===== config.mk =====
export PLATFORM = sky130hd
export DESIGN_NAME = ppmul
export DESIGN_NICKNAME = d
export VERILOG_FILES = /design/src/rtl/ppmul_pkg.sv /design/src/rtl/ppmul_steer.sv /design/src/rtl/ppmul_path.sv /design/src/rtl/ppmul_merge.sv /design/src/rtl/ppmul.sv
export SDC_FILE = /design/constraint.sdc
export NUM_CORES = 2
export LEC_CHECK = 0
export ABC_CLOCK_PERIOD_IN_PS = 8900
export BUFFER_PORTS_ARGS = -buffer_cell sky130_fd_sc_hd__buf_2
export CORE_MARGIN = 2
export CORE_UTILIZATION = 30
export CTS_CLUSTER_SIZE = 16
export DETAILED_ROUTE_END_ITERATION = 8
export PLACE_DENSITY = 0.46
export SETUP_SLACK_MARGIN = 0.2
export SYNTH_ARGS = -nofsm -noshare
export SYNTH_HDL_FRONTEND = slang
export SYNTH_SLANG_ARGS = --single-unit

===== constraint.sdc =====
create_clock -name clk -period 8.9 [get_ports clk]
set_input_delay 0 -clock clk [delete_from_list [all_inputs] [get_ports clk]]
set_output_delay 0 -clock clk [all_outputs]
set_load 0.1 [all_outputs]

===== src/rtl/ppmul_pkg.sv =====
package ppmul_pkg;
  // number of multiplier paths taking turns
  localparam int PP_PATHS  = 2;
  // edges from input sample to output register load
  localparam int PP_STAGES = 3;
  localparam int PP_LAT    = PP_STAGES + 1;
endpackage


===== src/rtl/ppmul_steer.sv =====
module ppmul_steer
  import ppmul_pkg::*;
(
  input  logic                clk,
  input  logic                rst_n,
  input  logic                in_valid,
  output logic                tog,
  output logic [PP_PATHS-1:0] cap_en,
  output logic [PP_PATHS-1:0] done_en,
  output logic                res_valid,
  output logic                res_sel
);
  logic                 tog_q;
  logic [PP_STAGES-1:0] vpipe;
  logic [PP_STAGES-1:0] spipe;

  always_ff @(posedge clk or negedge rst_n) begin
    if (!rst_n) begin
      tog_q <= 1'b0;
      vpipe <= '0;
      spipe <= '0;
    end else begin
      if (in_valid) tog_q <= ~tog_q;
      vpipe <= {vpipe[PP_STAGES-2:0], in_valid};
      spipe <= {spipe[PP_STAGES-2:0], tog_q};
    end
  end

  for (genvar p = 0; p < PP_PATHS; p++) begin : g_en
    assign cap_en[p]  = in_valid & (tog_q == 1'(p));
    // capture happened one edge before vpipe[1] was set; load on the next edge
    assign done_en[p] = vpipe[1] & (spipe[1] == 1'(p));
  end

  assign tog       = tog_q;
  assign res_valid = vpipe[PP_STAGES-1];
  assign res_sel   = spipe[PP_STAGES-1];
endmodule


===== src/rtl/ppmul_path.sv =====
module ppmul_path #(
  parameter int A_W = 16,
  parameter int B_W = 16,
  localparam int P_W = A_W + B_W
) (
  input  logic           clk,
  input  logic           rst_n,
  input  logic           cap_en,
  input  logic           done_en,
  input  logic [A_W-1:0] a,
  input  logic [B_W-1:0] b,
  output logic [P_W-1:0] ops,
  output logic [P_W-1:0] prod
);
  logic [A_W-1:0] opa_q;
  logic [B_W-1:0] opb_q;

  function automatic logic [P_W-1:0] smul(input logic [A_W-1:0] x,
                                          input logic [B_W-1:0] y);
    logic signed [P_W-1:0] r;
    r = $signed(x) * $signed(y);
    return r;
  endfunction

  always_ff @(posedge clk or negedge rst_n) begin
    if (!rst_n) begin
      opa_q <= '0;
      opb_q <= '0;
    end else if (cap_en) begin
      opa_q <= a;
      opb_q <= b;
    end
  end

  // two-cycle path: operands settle at capture, product loads two edges later
  always_ff @(posedge clk or negedge rst_n) begin
    if (!rst_n)       prod <= '0;
    else if (done_en) prod <= smul(opa_q, opb_q);
  end

  assign ops = {opa_q, opb_q};
endmodule


===== src/rtl/ppmul_merge.sv =====
module ppmul_merge
  import ppmul_pkg::*;
#(
  parameter int P_W = 32
) (
  input  logic                    clk,
  input  logic                    rst_n,
  input  logic                    res_valid,
  input  logic                    res_sel,
  input  logic [PP_PATHS*P_W-1:0] prods,
  output logic                    out_valid,
  output logic [P_W-1:0]          out_prod
);
  logic [P_W-1:0] picked;
  assign picked = res_sel ? prods[P_W +: P_W] : prods[0 +: P_W];

  always_ff @(posedge clk or negedge rst_n) begin
    if (!rst_n) begin
      out_valid <= 1'b0;
      out_prod  <= '0;
    end else begin
      out_valid <= res_valid;
      if (res_valid) out_prod <= picked;
    end
  end
endmodule


===== src/rtl/ppmul.sv =====
module ppmul
  import ppmul_pkg::*;
#(
  parameter int A_W = 16,
  parameter int B_W = 16,
  localparam int P_W = A_W + B_W
) (
  input  logic           clk,
  input  logic           rst_n,
  input  logic           in_valid,
  input  logic [A_W-1:0] in_a,
  input  logic [B_W-1:0] in_b,
  output logic           out_valid,
  output logic [P_W-1:0] out_prod
);
  logic                    tog_w;
  logic [PP_PATHS-1:0]     cap_en_w;
  logic [PP_PATHS-1:0]     done_en_w;
  logic                    res_valid_w;
  logic                    res_sel_w;
  logic [PP_PATHS*P_W-1:0] ops_w;
  logic [PP_PATHS*P_W-1:0] prods_w;

  ppmul_steer u_steer (
    .clk      (clk),
    .rst_n    (rst_n),
    .in_valid (in_valid),
    .tog      (tog_w),
    .cap_en   (cap_en_w),
    .done_en  (done_en_w),
    .res_valid(res_valid_w),
    .res_sel  (res_sel_w)
  );

  for (genvar p = 0; p < PP_PATHS; p++) begin : g_path
    ppmul_path #(.A_W(A_W), .B_W(B_W)) u_path (
      .clk    (clk),
      .rst_n  (rst_n),
      .cap_en (cap_en_w[p]),
      .done_en(done_en_w[p]),
      .a      (in_a),
      .b      (in_b),
      .ops    (ops_w[p*P_W +: P_W]),
      .prod   (prods_w[p*P_W +: P_W])
    );
  end

  ppmul_merge #(.P_W(P_W)) u_merge (
    .clk      (clk),
    .rst_n    (rst_n),
    .res_valid(res_valid_w),
    .res_sel  (res_sel_w),
    .prods    (prods_w),
    .out_valid(out_valid),
    .out_prod (out_prod)
  );
endmodule


Word level (Yosys, flattened, before mapping):

Cells that the tools add are included.

* multipliers: 2
* multiplexer cells: 1
* bitwise logic cells: 6

Operator list (number)
* multiplier 16 x 16 -> 32 bit: 2
* two-way mux 32 bit: 1
* bitwise AND 1 bit: 4
* inverter 1 bit: 2

* bits in registers: 168
* input bits: 35
* output and inout port bits: 33

Longest topological paths before layout:

* word-level depth: 2
* depth in mapped cells: 24
* gate-level depth less buffers: 22

Cells and area by module:

From an unflattened synthesis, not the netlist that was laid out.

* cell total of the unflattened synthesis: 2686
* area, all modules: 26517.9 um2

Modules (own cells, without submodules)
* ppmul_path (g_path[1].u_path): instances 1, cells each 1282, area each 12468.2 um2
* ppmul_path (g_path[0].u_path): instances 1, cells each 1252, area each 12305.6 um2
* ppmul_merge: instances 1, cells each 140, area each 1531.5 um2
* ppmul_steer: instances 1, cells each 12, area each 212.7 um2

Worst setup path after synthesis:

OpenSTA, ideal clock, no wires.

* path kind: reg2reg
* start: reg g_path[0].u_path.opa_q[15]
* end: reg g_path[0].u_path.prod[30]
* library setup time: 0.126 ns
* arrival time: 6.299 ns
* setup slack: 2.475 ns
* cell stages (with the launch flop): 20
* clock period less this slack: 6.425 ns
* cell sequence: dfrtp_1 clkbuf_1 nand2_1 inv_1 fa_1 fa_1 fa_1 fa_1 fa_1 inv_1 fa_1 inv_1 ha_1 and4_1 and2_1 a221o_1 o2111a_1 a2111oi_4 a2111oi_1 a221o_1

* word-level cells in the longest chain between the ends: 1

RTL lines
* start, declared: RTL line ppmul_path.sv:15 `logic [A_W-1:0] opa_q;`
* start signal, assigned: RTL line ppmul_path.sv:27 `opa_q <= '0;`
* start signal, assigned: RTL line ppmul_path.sv:30 `opa_q <= a;`
* multiplier 16 x 16 -> 32 bit: RTL line ppmul_path.sv:21 `r = $signed(x) * $signed(y);`
* end signal, assigned: RTL line ppmul_path.sv:38 `else if (done_en) prod <= smul(opa_q, opb_q);`
* end, declared: RTL line ppmul_path.sv:13 `output logic [P_W-1:0] prod`

Every way passes these cells.
A chain may end at the register's enable or synchronous reset.

Final worst setup path:

Ends and elaborated chain as after synthesis.

==> impl_metrics.json <==
{
  "clock_skew_ns": 0.02428,
  "worst_pin_slew_ns": 1.028,
  "cts.root.buffer_cell": "clkbuf_16",
  "gpl.final_weighted_congestion": 0.8116,
  "chipHeight_um": 297.4,
  "area_growth_syn_to_layout_pct": 9.324,
  "synthTopCellsByArea": "fa_1 41%, dfrtp_1 16%, inv_1 8.3%",
  "synth_enable_flop_cells": 0,
  "r2r-start": "g_path[0].u_path.opa_q[15]",
  "design.portCount": 68,
  "timing.final.hold_violations": 0,
  "regArea_um2": 4207,
  "core_um2": 85280,
  "grt_max_degree": 68,
  "synth.cell_area_um2": 25830,
  "r2r_end": "g_path[0].u_path.prod[30]",
  "cp_data_required_time_ns": 9.26,
  "post_dp_cell_area_um2": 27290,
  "critical-path-max-stage-delay_ns": 0.92,
  "timing.max_slew.rel_slack_pct": 31.33,
  "finalSetupViolCount": 0,
  "worst_path_max_fanout": 17,
  "fp.dieW_um": 297.4,
  "synthesis.area_per_instance_um2": 9.788,
  "post-route-period-util_pct": 79.10,
  "cts_tree": "done",
  "grt_pass1_vias": 20190,
  "area_of_combinational_cells_with_multiple_inputs_um2": 19120,
  "smallest_setup_slack_after_layout_ns": 1.860,
  "final_common_cell": "inv_1",
  "detail_route.wirelength_um": 67340,
  "final_cell_mix": "570 x inv_1, 524 x fa_1, 327 x nand2_1",
  "synthesis.instances": 2639,
  "layout.nets": 3386,
  "cts.htree.levels": 4,
  "timing.critical_path.to": "g_path[0].u_path.prod[30]",
  "synth_ff_type": "dfrtp_1",
  "cts.clk_slew.worst_paths_ns": 0.09,
  "synth_seq_area_share_pct": 16.28,
  "cts_buffer_depth": 2,
  "crit_slowest_cell": "fa_1",
  "rsz0062_at_grt": "false",
  "clk_latency_ns": 0.48,
  "synth.yosys.warnings": 0,
  "setup_total_negative_slack_ns": 0,
  "antenna_left": 0,
  "post_route_cells_drive_above_1_share_pct": 7.138,
  "postSynthRegisterBits": 168,
  "post_synth_num_cell_types": 51,
  "hold_class": "primary input to asynchronous set/reset pin",
  "number_of_antenna_violations_at_the_first_check_in_global_routing": 4,
  "layout_min_cycle_time_ns": 7.040,
  "tritoncts_num_sinks": 168,
  "initial_core_util_pct": 30.29,
  "drt_pre_antenna_iters": 5,
  "max_cap_violations": 0,
  "max_freq_ghz": 0.1421,
  "grt_use_total_pct": 16.36,
  "path_class": "register to register",
  "placement.io_buffers": 67,
  "regToRegSetupSlack_ns": 1.86,
  "cts_setup_buffers": 0,
  "via_per_inst": 4.605,
  "outcome": "completed",
  "tritoncts.num_buffers": 17,
  "fp-row-count": 107,
  "yosysTopAreaCell": "fa_1",
  "pre_cts_slack_ns": 1.889,
  "endpoint_kind": "register",
  "synth_nets": 3362,
  "path_common_cell": "fa_1",
  "worst_r2r_path_depth": 18,
  "vias": 17600,
  "dr.first_iter.drc_count": 854,
  "final_cell_area_um2": 28240,
  "post-route-drc-count": 0,
  "filler_cell_count": 8814,
  "worst_ep_arrival_time_ns": 7.40,
  "cp_cell_sequence": "nand2_1, inv_1, fa_1, fa_1, fa_1, fa_1, fa_1, inv_1, fa_1, inv_1, ha_1, and4_1, and2_1, a221o_1, o2111a_1, a2111oi_4, a2111oi_1, a221o_1",
  "worst_setup_path_start_kind": "register",
  "drv_slew": 0,
  "wire_per_inst_um": 17.62,
  "design.die.area_um2": 88470,
  "asyncSetResetFlopFracSynth_pct": 100.0,
  "grt_first_pass_wirelength_um": 112800,
  "overflow": 0,
  "detailedPlacementHpwl_um": 55020,
  "start_point_of_the_critical_path": "g_path[0].u_path.opa_q[15]",
  "synth_largest_type_area_fraction_pct": 40.61
}
-- critical path: cells and delay by family, from the launching register on --
kind / cells / cell delay, ns
adder cells (fa/ha/maj): 7 / 3.84
AO/OA/AOI/OAI: 5 / 1.46
flip-flops: 1 / 0.71
AND/OR/NAND/NOR: 3 / 0.65
buffers and inverters: 3 / 0.25
-- cell families (layout without fill, tap and decap cells) --
kind of cell	after synthesis	in the layout	share of synthesized area, %
other	0	1	0
flip-flops	168	168	16.28
adder cells (fa/ha/maj)	688	688	48.55
AO/OA/AOI/OAI	226	226	5.440
XOR/XNOR	71	71	2.407
multiplexers	102	102	4.282
buffers and inverters	673	710	9.780
AND/OR/NAND/NOR	711	711	13.26
-- worst min-delay path by stage --
stage	from	end	slack, ns	depth (start not counted)
after floorplan	rst_n	g_path[0].u_path.opa_q[0]	-0.30	0
after global placement	rst_n	g_path[1].u_path.prod[10]	-0.06	1
after detailed placement	rst_n	g_path[1].u_path.prod[10]	-0.06	1
after CTS	rst_n	g_path[1].u_path.prod[10]	0.02	2
after global routing	rst_n	g_path[1].u_path.prod[10]	0.05	2
final	rst_n	g_path[1].u_path.prod[10]	0.02	2
-- per-stage QoR --
step	std cells	util, %	hold WS (ns)
after CTS	3820	33.11	0.01878
final	3821	33.11	0.02348
after detailed placement	3754	32.00	-0.05953
after global routing	3820	33.11	0.05394
after global placement	3754	32.00	-0.06315
after floorplan	2639	-	-0.2956
-- registers in the layout, summed over array words and instances, names as in the netlist --
register / flops
g_path.u_path.prod: 64
g_path.u_path.opa_q: 32
g_path.u_path.opb_q: 32
u_merge.out_prod: 32
u_steer.spipe: 3
u_steer.vpipe: 3
u_merge.out_valid: 1
u_steer.tog: 1
-- synthesized netlist by cell type (all sizes together) (3+ instances only) --
cell type	count
nor2	76
a311oi	4
and3	8
and4	3
a221o	5
nand2b	14
mux2i	34
or2	3
xnor2	39
nand4	4
xor2	32
a2111oi	4
a31o	3
o211ai	5
fa	524
a21oi	76
nand2	329
a31oi	5
nor4	4
a21o	22
buf	9
nand3	9
o21a	5
and2	249
ha	164
o21bai	6
clkbuf	94
nor3	6
inv	570
nor2b	4
o21ai	74
a211oi	5
dfrtp	168
mux2	68
-- repair_timing --
item / CTS / global route
gates resized for setup: 0 / 0
endpoints found under the hold margin: 107 / 0
hold buffers: 34 / 0
-- layout make-up --
cell class	count	area share, %
Timing Repair Buffer	108	2.601
Antenna cell	1	0.008861
Clock inverter	15	0.6513
Clock buffer	17	1.506
Tap cell	1144	5.069
Sequential cell	168	14.90
Multi-Input combinational cell	1798	67.69
Inverter	570	7.576
-- per-layer routing --
layer  GRT usage [%]  up-vias  part of all wire [%]  wire length (µm)
li1                -     7959                     -                 -
met1           22.17     9228                    46             30730
met2           27.45      346                    48             32140
met3           2.228       64                   4.1              2758
met4           4.365        0                   2.5              1713
met5               0        -                     0                 0
Power is not shown: default switching activity piles up to over one toggle a cycle in this logic, so the estimate is an artifact.
